`src/rtl/sof_pkg.sv`:
```
package sof_pkg;

    localparam int LANE_W = 8;
    localparam int LANE_N = 2;
    localparam int BUS_W  = LANE_W * LANE_N;

    typedef enum logic [1:0] {
        ACC_IDLE  = 2'd0,
        ACC_READ  = 2'd1,
        ACC_WRITE = 2'd2,
        ACC_HIDE  = 2'd3
    } acc_kind_e;

    typedef struct packed {
        acc_kind_e         kind;
        logic              byte_org;
        logic              half_sel;
        logic [LANE_N-1:0] lanes;
    } acc_t;

    function automatic logic [BUS_W-1:0] lane_mask(input logic [LANE_N-1:0] lanes);
        logic [BUS_W-1:0] m;
        m = '0;
        for (int i = 0; i < LANE_N; i++) begin
            m[i*LANE_W +: LANE_W] = {LANE_W{lanes[i]}};
        end
        return m;
    endfunction

endpackage

```
`src/rtl/sof_decode.sv`:
```
module sof_decode
    import sof_pkg::*;
(
    input  logic             csel_n,
    input  logic             csel_hi,
    input  logic             wen_n,
    input  logic             oen_n,
    input  logic             lsel_n,
    input  logic             usel_n,
    input  logic             bmode_n,
    input  logic             extra_abit,
    output acc_t             acc
);

    logic              chip_on;
    logic [LANE_N-1:0] word_lanes;
    logic              any_lane;

    always_comb begin
        chip_on    = !csel_n && csel_hi;
        word_lanes = {!usel_n, !lsel_n};
        any_lane   = !bmode_n || (word_lanes != '0);

        acc.byte_org = !bmode_n;
        acc.half_sel = !bmode_n && extra_abit;
        if (!bmode_n) begin
            acc.lanes = extra_abit ? LANE_N'(2) : LANE_N'(1);
        end else begin
            acc.lanes = word_lanes;
        end

        if (!chip_on || !any_lane) begin
            acc.kind = ACC_IDLE;
        end else if (!wen_n) begin
            acc.kind = ACC_WRITE;
        end else if (!oen_n) begin
            acc.kind = ACC_READ;
        end else begin
            acc.kind = ACC_HIDE;
        end
    end

endmodule

```
`src/rtl/sof_wsteer.sv`:
```
module sof_wsteer
    import sof_pkg::*;
(
    input  acc_t              acc,
    input  logic [BUS_W-1:0]  dq_in,
    output logic [LANE_N-1:0] wstrobe,
    output logic [BUS_W-1:0]  wdata
);

    always_comb begin
        wstrobe = '0;
        wdata   = dq_in;
        if (acc.kind == ACC_WRITE) begin
            if (acc.byte_org) begin
                wstrobe[acc.half_sel] = 1'b1;
                for (int i = 0; i < LANE_N; i++) begin
                    wdata[i*LANE_W +: LANE_W] = dq_in[LANE_W-1:0];
                end
            end else begin
                wstrobe = acc.lanes;
            end
        end
    end

endmodule

```
`src/rtl/sof_store.sv`:
```
module sof_store
    import sof_pkg::*;
#(
    parameter int DEPTH = 64,
    localparam int AW   = $clog2(DEPTH)
) (
    input  logic              clk,
    input  logic              rst,
    input  logic [AW-1:0]     addr,
    input  logic [LANE_N-1:0] wstrobe,
    input  logic [BUS_W-1:0]  wdata,
    output logic [BUS_W-1:0]  rdata
);

    for (genvar g = 0; g < LANE_N; g++) begin : g_bank
        logic [LANE_W-1:0] bank [DEPTH];

        always_ff @(posedge clk) begin
            if (rst) begin
                for (int w = 0; w < DEPTH; w++) begin
                    bank[w] <= '0;
                end
            end else if (wstrobe[g]) begin
                bank[addr] <= wdata[g*LANE_W +: LANE_W];
            end
        end

        assign rdata[g*LANE_W +: LANE_W] = bank[addr];
    end

endmodule

```
`src/rtl/sof_drive.sv`:
```
module sof_drive
    import sof_pkg::*;
(
    input  logic             clk,
    input  logic             rst,
    input  acc_t             acc,
    input  logic [BUS_W-1:0] rdata,
    output logic [BUS_W-1:0] dq_out,
    output logic [BUS_W-1:0] dq_oe
);

    logic [BUS_W-1:0] oe_nxt;
    logic [BUS_W-1:0] out_nxt;

    always_comb begin
        oe_nxt  = '0;
        out_nxt = '0;
        if (acc.kind == ACC_READ) begin
            if (acc.byte_org) begin
                oe_nxt[LANE_W-1:0]  = '1;
                out_nxt[LANE_W-1:0] = rdata[LANE_W*int'(acc.half_sel) +: LANE_W];
            end else begin
                oe_nxt  = lane_mask(acc.lanes);
                out_nxt = rdata & oe_nxt;
            end
        end
    end

    always_ff @(posedge clk) begin
        if (rst) begin
            dq_oe  <= '0;
            dq_out <= '0;
        end else begin
            dq_oe  <= oe_nxt;
            dq_out <= out_nxt;
        end
    end

endmodule

```
`src/rtl/sram_org_front.sv`:
```
module sram_org_front
    import sof_pkg::*;
#(
    parameter int DEPTH = 64,
    localparam int AW   = $clog2(DEPTH)
) (
    input  logic             clk,
    input  logic             rst,
    input  logic             csel_n,
    input  logic             csel_hi,
    input  logic             wen_n,
    input  logic             oen_n,
    input  logic             lsel_n,
    input  logic             usel_n,
    input  logic             bmode_n,
    input  logic [AW-1:0]    addr,
    input  logic [BUS_W-1:0] dq_in,
    output logic [BUS_W-1:0] dq_out,
    output logic [BUS_W-1:0] dq_oe
);

    acc_t              acc;
    logic [LANE_N-1:0] wstrobe;
    logic [BUS_W-1:0]  wdata;
    logic [BUS_W-1:0]  rdata;

    sof_decode u_decode (
        .csel_n     (csel_n),
        .csel_hi    (csel_hi),
        .wen_n      (wen_n),
        .oen_n      (oen_n),
        .lsel_n     (lsel_n),
        .usel_n     (usel_n),
        .bmode_n    (bmode_n),
        .extra_abit (dq_in[BUS_W-1]),
        .acc        (acc)
    );

    sof_wsteer u_wsteer (
        .acc     (acc),
        .dq_in   (dq_in),
        .wstrobe (wstrobe),
        .wdata   (wdata)
    );

    sof_store #(.DEPTH(DEPTH)) u_store (
        .clk     (clk),
        .rst     (rst),
        .addr    (addr),
        .wstrobe (wstrobe),
        .wdata   (wdata),
        .rdata   (rdata)
    );

    sof_drive u_drive (
        .clk    (clk),
        .rst    (rst),
        .acc    (acc),
        .rdata  (rdata),
        .dq_out (dq_out),
        .dq_oe  (dq_oe)
    );

endmodule

```
`config.mk`:
```
export PLATFORM = sky130hd
export DESIGN_NAME = sram_org_front
export DESIGN_NICKNAME = d
export VERILOG_FILES = /design/src/rtl/sof_pkg.sv /design/src/rtl/sof_decode.sv /design/src/rtl/sof_wsteer.sv /design/src/rtl/sof_store.sv /design/src/rtl/sof_drive.sv /design/src/rtl/sram_org_front.sv
export SDC_FILE = /design/constraint.sdc
export NUM_CORES = 2
export LEC_CHECK = 0
export BUFFER_PORTS_ARGS = -buffer_cell sky130_fd_sc_hd__buf_2
export CORE_UTILIZATION = 40
export CTS_BUF_LIST = sky130_fd_sc_hd__clkbuf_8
export CTS_CLUSTER_SIZE = 16
export DETAILED_ROUTE_END_ITERATION = 7
export PLACE_DENSITY_LB_ADDON = 0.12
export SYNTH_ARGS = -nofsm -noshare
export SYNTH_HDL_FRONTEND = slang
export SYNTH_SLANG_ARGS = --single-unit
```
`constraint.sdc`:
```
create_clock -name clk -period 3.1 [get_ports clk]
set_input_delay 0.465 -clock clk [delete_from_list [all_inputs] [get_ports clk]]
set_output_delay 0.465 -clock clk [all_outputs]
set_load 0.02 [all_outputs]
```
==> results.json <==
{
  "outcome": "complete, no violations",
  "setup_violations": 0,
  "finalCriticalPeriod_ps": 2570,
  "antenna_found_initial": 4,
  "critPathMaxStageDelay_ps": 520,
  "synthXorXnorAreaFrac": 0,
  "grt_max_degree": 129,
  "vias_per_cell": 5.60,
  "ys.flop_type": "edfxtp_1",
  "ys_ff_latch": 1042,
  "async_reset_ff_frac": 0,
  "post_synth_and_or_nand_nor_area_fraction": 0.170,
  "crit_type": "in -> reg",
  "slowest_stage": "dlygate4sd3_1",
  "synthDominantCellAreaShare": 0.645,
  "yosys.area.top_type": "edfxtp_1",
  "gp_congestion": 0.891,
  "ys_warn_count": 0,
  "layout_commonest_cell": "edfxtp_1",
  "cp-end-kind": "register",
  "post-dp-hpwl_um": 94300,
  "hold_viol": 0,
  "cp.required_ps": 3630,
  "p_leak_nw": 19.6,
  "fp.dieArea_um2": 121000,
  "synth_area_leaders": "edfxtp_1 65%, and2_1 6.9%, mux2i_1 5.6%",
  "cp-start-kind": "primary input",
  "final_cell_mix": "1,024 x edfxtp_1, 553 x nor2_1, 522 x and2_1",
  "cts_tree": "built",
  "fin_skew_ps": 33.8,
  "drc": 0,
  "vias": 30900,
  "die_width_um": 347,
  "synthAdderAreaFrac": 0,
  "setup_tns_ps": 0,
  "start_util": 0.404,
  "cp.buffers_inverters": 3,
  "root_buffer": "clkbuf_8",
  "num_rows": 126,
  "netlist_area_um2": 47700,
  "ioPinCount": 63,
  "hold-worst-slack_ps": 166,
  "ir_worst_vdd_v": 0.000346,
  "grt_use_total": 0.239,
  "postSynthCellCount": 3640,
  "ctsResizeCount": 0,
  "worst_slew_pin_slew_ps": 1020,
  "synth.area.mux_share": 0.0601,
  "cp_max_fo": 9,
  "syn_nets": 3671,
  "placed_area_um2": 51100,
  "path_clk_slew_ps": 60,
  "synth_compound_area_frac": 0.0879,
  "layout-drive-gt1-share": 0.197,
  "slew-limit-headroom": 0.320,
  "port_buffers": 62,
  "synth-seq-area-share": 0.653,
  "drt.antenna.violating_nets": 0,
  "fin_nets": 3863,
  "crit_family": "simple AND/OR/NAND/NOR gates",
  "synth-edff-count": 1024,
  "min_period_over_period": 0.830,
  "crit_arrival_ps": 3110,
  "cts_max_path_buffers": 3,
  "die_h_um": 347,
  "h-tree-depth": 4,
  "post_synth_num_cell_types": 63,
  "drv_cap": 0,
  "wirelength_um": 145000,
  "grt_pass1_wl_um": 210000,
  "cts_inserted_buffers": 180,
  "areaGrowthSynthToFinish_pct": 14.2,
  "overflow": 0,
  "postLayoutCellArea_um2": 54400,
  "grt_pass1_vias": 31400,
  "drtPass1Iterations": 6,
  "fmax_mhz": 389,
  "report.final.slew_viol_count": 0,
  "rsz0062_at_grt": "no",
  "coreArea_um2": 118000,
  "drt_iter0_drc": 2963,
  "power_density_nw_per_um2": 564,
  "min_path_type": "in -> reg",
  "path_cells": "dlygate4sd3_1 -> buf_2 -> nor2b_1 -> a21oi_1 -> nor3b_4 -> buf_4 -> nand2_1 -> nor2_1 -> or2_2",
  "syn_area_per_cell_um2": 13.1,
  "insertion_delay_ps": 870,
  "clock-sinks": 1042,
  "synth_top_family_by_area": "simple AND/OR/NAND/NOR gates",
  "wl_per_cell_um": 26.3
}
-- final timing paths --
check	start	endpoint	slack, ps	depth (start not counted)
min	dq_in[3]	u_store.g_bank[0].bank[52][3]	170	2
min reg2reg	u_store.g_bank[0].bank[51][3]	u_drive.dq_out[3]	940	5
max reg2reg	u_store.g_bank[0].bank[61][7]	u_drive.dq_out[7]	650	6
max	bmode_n	u_store.g_bank[0].bank[10][7]	530	9
-- cells by family after synthesis --
logic type             Yosys count
AOI/OAI and AO/OA              549
buffers and inverters          307
and+or+nand+nor               1466
DFF                           1042
muxes                          276
-- timing repair --
action / 4_1_cts / 5_1_grt
hold buffers: 4 / 0
setup buffers: 0 / 0
hold endpoints to repair: 2 / 0
-- routing by layer --
layer	global-route usage	vias to the layer above	wire length, um
li1	-	13900	-
met1	0.300	15700	59300
met2	0.403	1042	71400
met3	0.0496	250	9170
met4	0.0933	0	5130
met5	0	-	0
-- cells in the mapped netlist (7+ instances only) --
| library cell | n |
|---|---|
| o21ai_1 | 16 |
| or3b_2 | 37 |
| a22oi_1 | 8 |
| nor4_1 | 7 |
| o21ai_0 | 69 |
| nor2_4 | 9 |
| dfxtp_1 | 18 |
| buf_4 | 20 |
| edfxtp_1 | 1024 |
| buf_1 | 14 |
| nand2b_1 | 66 |
| mux4_2 | 8 |
| nor2_2 | 48 |
| o21a_1 | 10 |
| nand4_1 | 7 |
| nor2_1 | 554 |
| buf_2 | 72 |
| a22o_1 | 25 |
| o31ai_1 | 18 |
| a221oi_1 | 195 |
| mux2i_1 | 266 |
| nand3_1 | 38 |
| o22ai_1 | 54 |
| nand2_8 | 8 |
| o22a_1 | 76 |
| and2_1 | 523 |
| nand2_1 | 28 |
| nand2_2 | 41 |
| nand2_4 | 7 |
| o2bb2ai_1 | 9 |
| or2_2 | 66 |
| a21oi_1 | 44 |
| a221o_1 | 12 |
| clkbuf_1 | 187 |
-- sequential cells by signal, indices dropped and copies added, names as in the netlist --
name,flops
u_drive.dq_oe,2
u_drive.dq_out,16
u_store.g_bank.bank,1024
-- where the power goes --
| part | internal (mW) | switching, mW |
|---|---|---|
| clock network | 6.01 | 5.73 |
| logic | 0.822 | 1.80 |
| registers | 16.1 | 0.235 |
-- final cells by class --
class	instances	area, um2
clock buffer	188	2590
tap	1536	1920
clock inverter	133	704
sequential	1042	31100
multi-input combinational	2291	15300
inverter	5	21.3
timing repair buffer	312	2800
antenna	5	12.5
fill	10500	63600
-- metrics by stage --
stage	utilization	std cells	setup WS (ps)	power [mW]
floorplan	-	3640	583	18.0
global placement	0.433	5182	-131	19.2
detailed placement	0.433	5182	-137	19.3
CTS	0.461	5507	634	31.0
global route	0.461	5511	417	31.8
finish	0.461	5512	528	30.7
No activity file was read; power rests on OpenSTA's default activity.
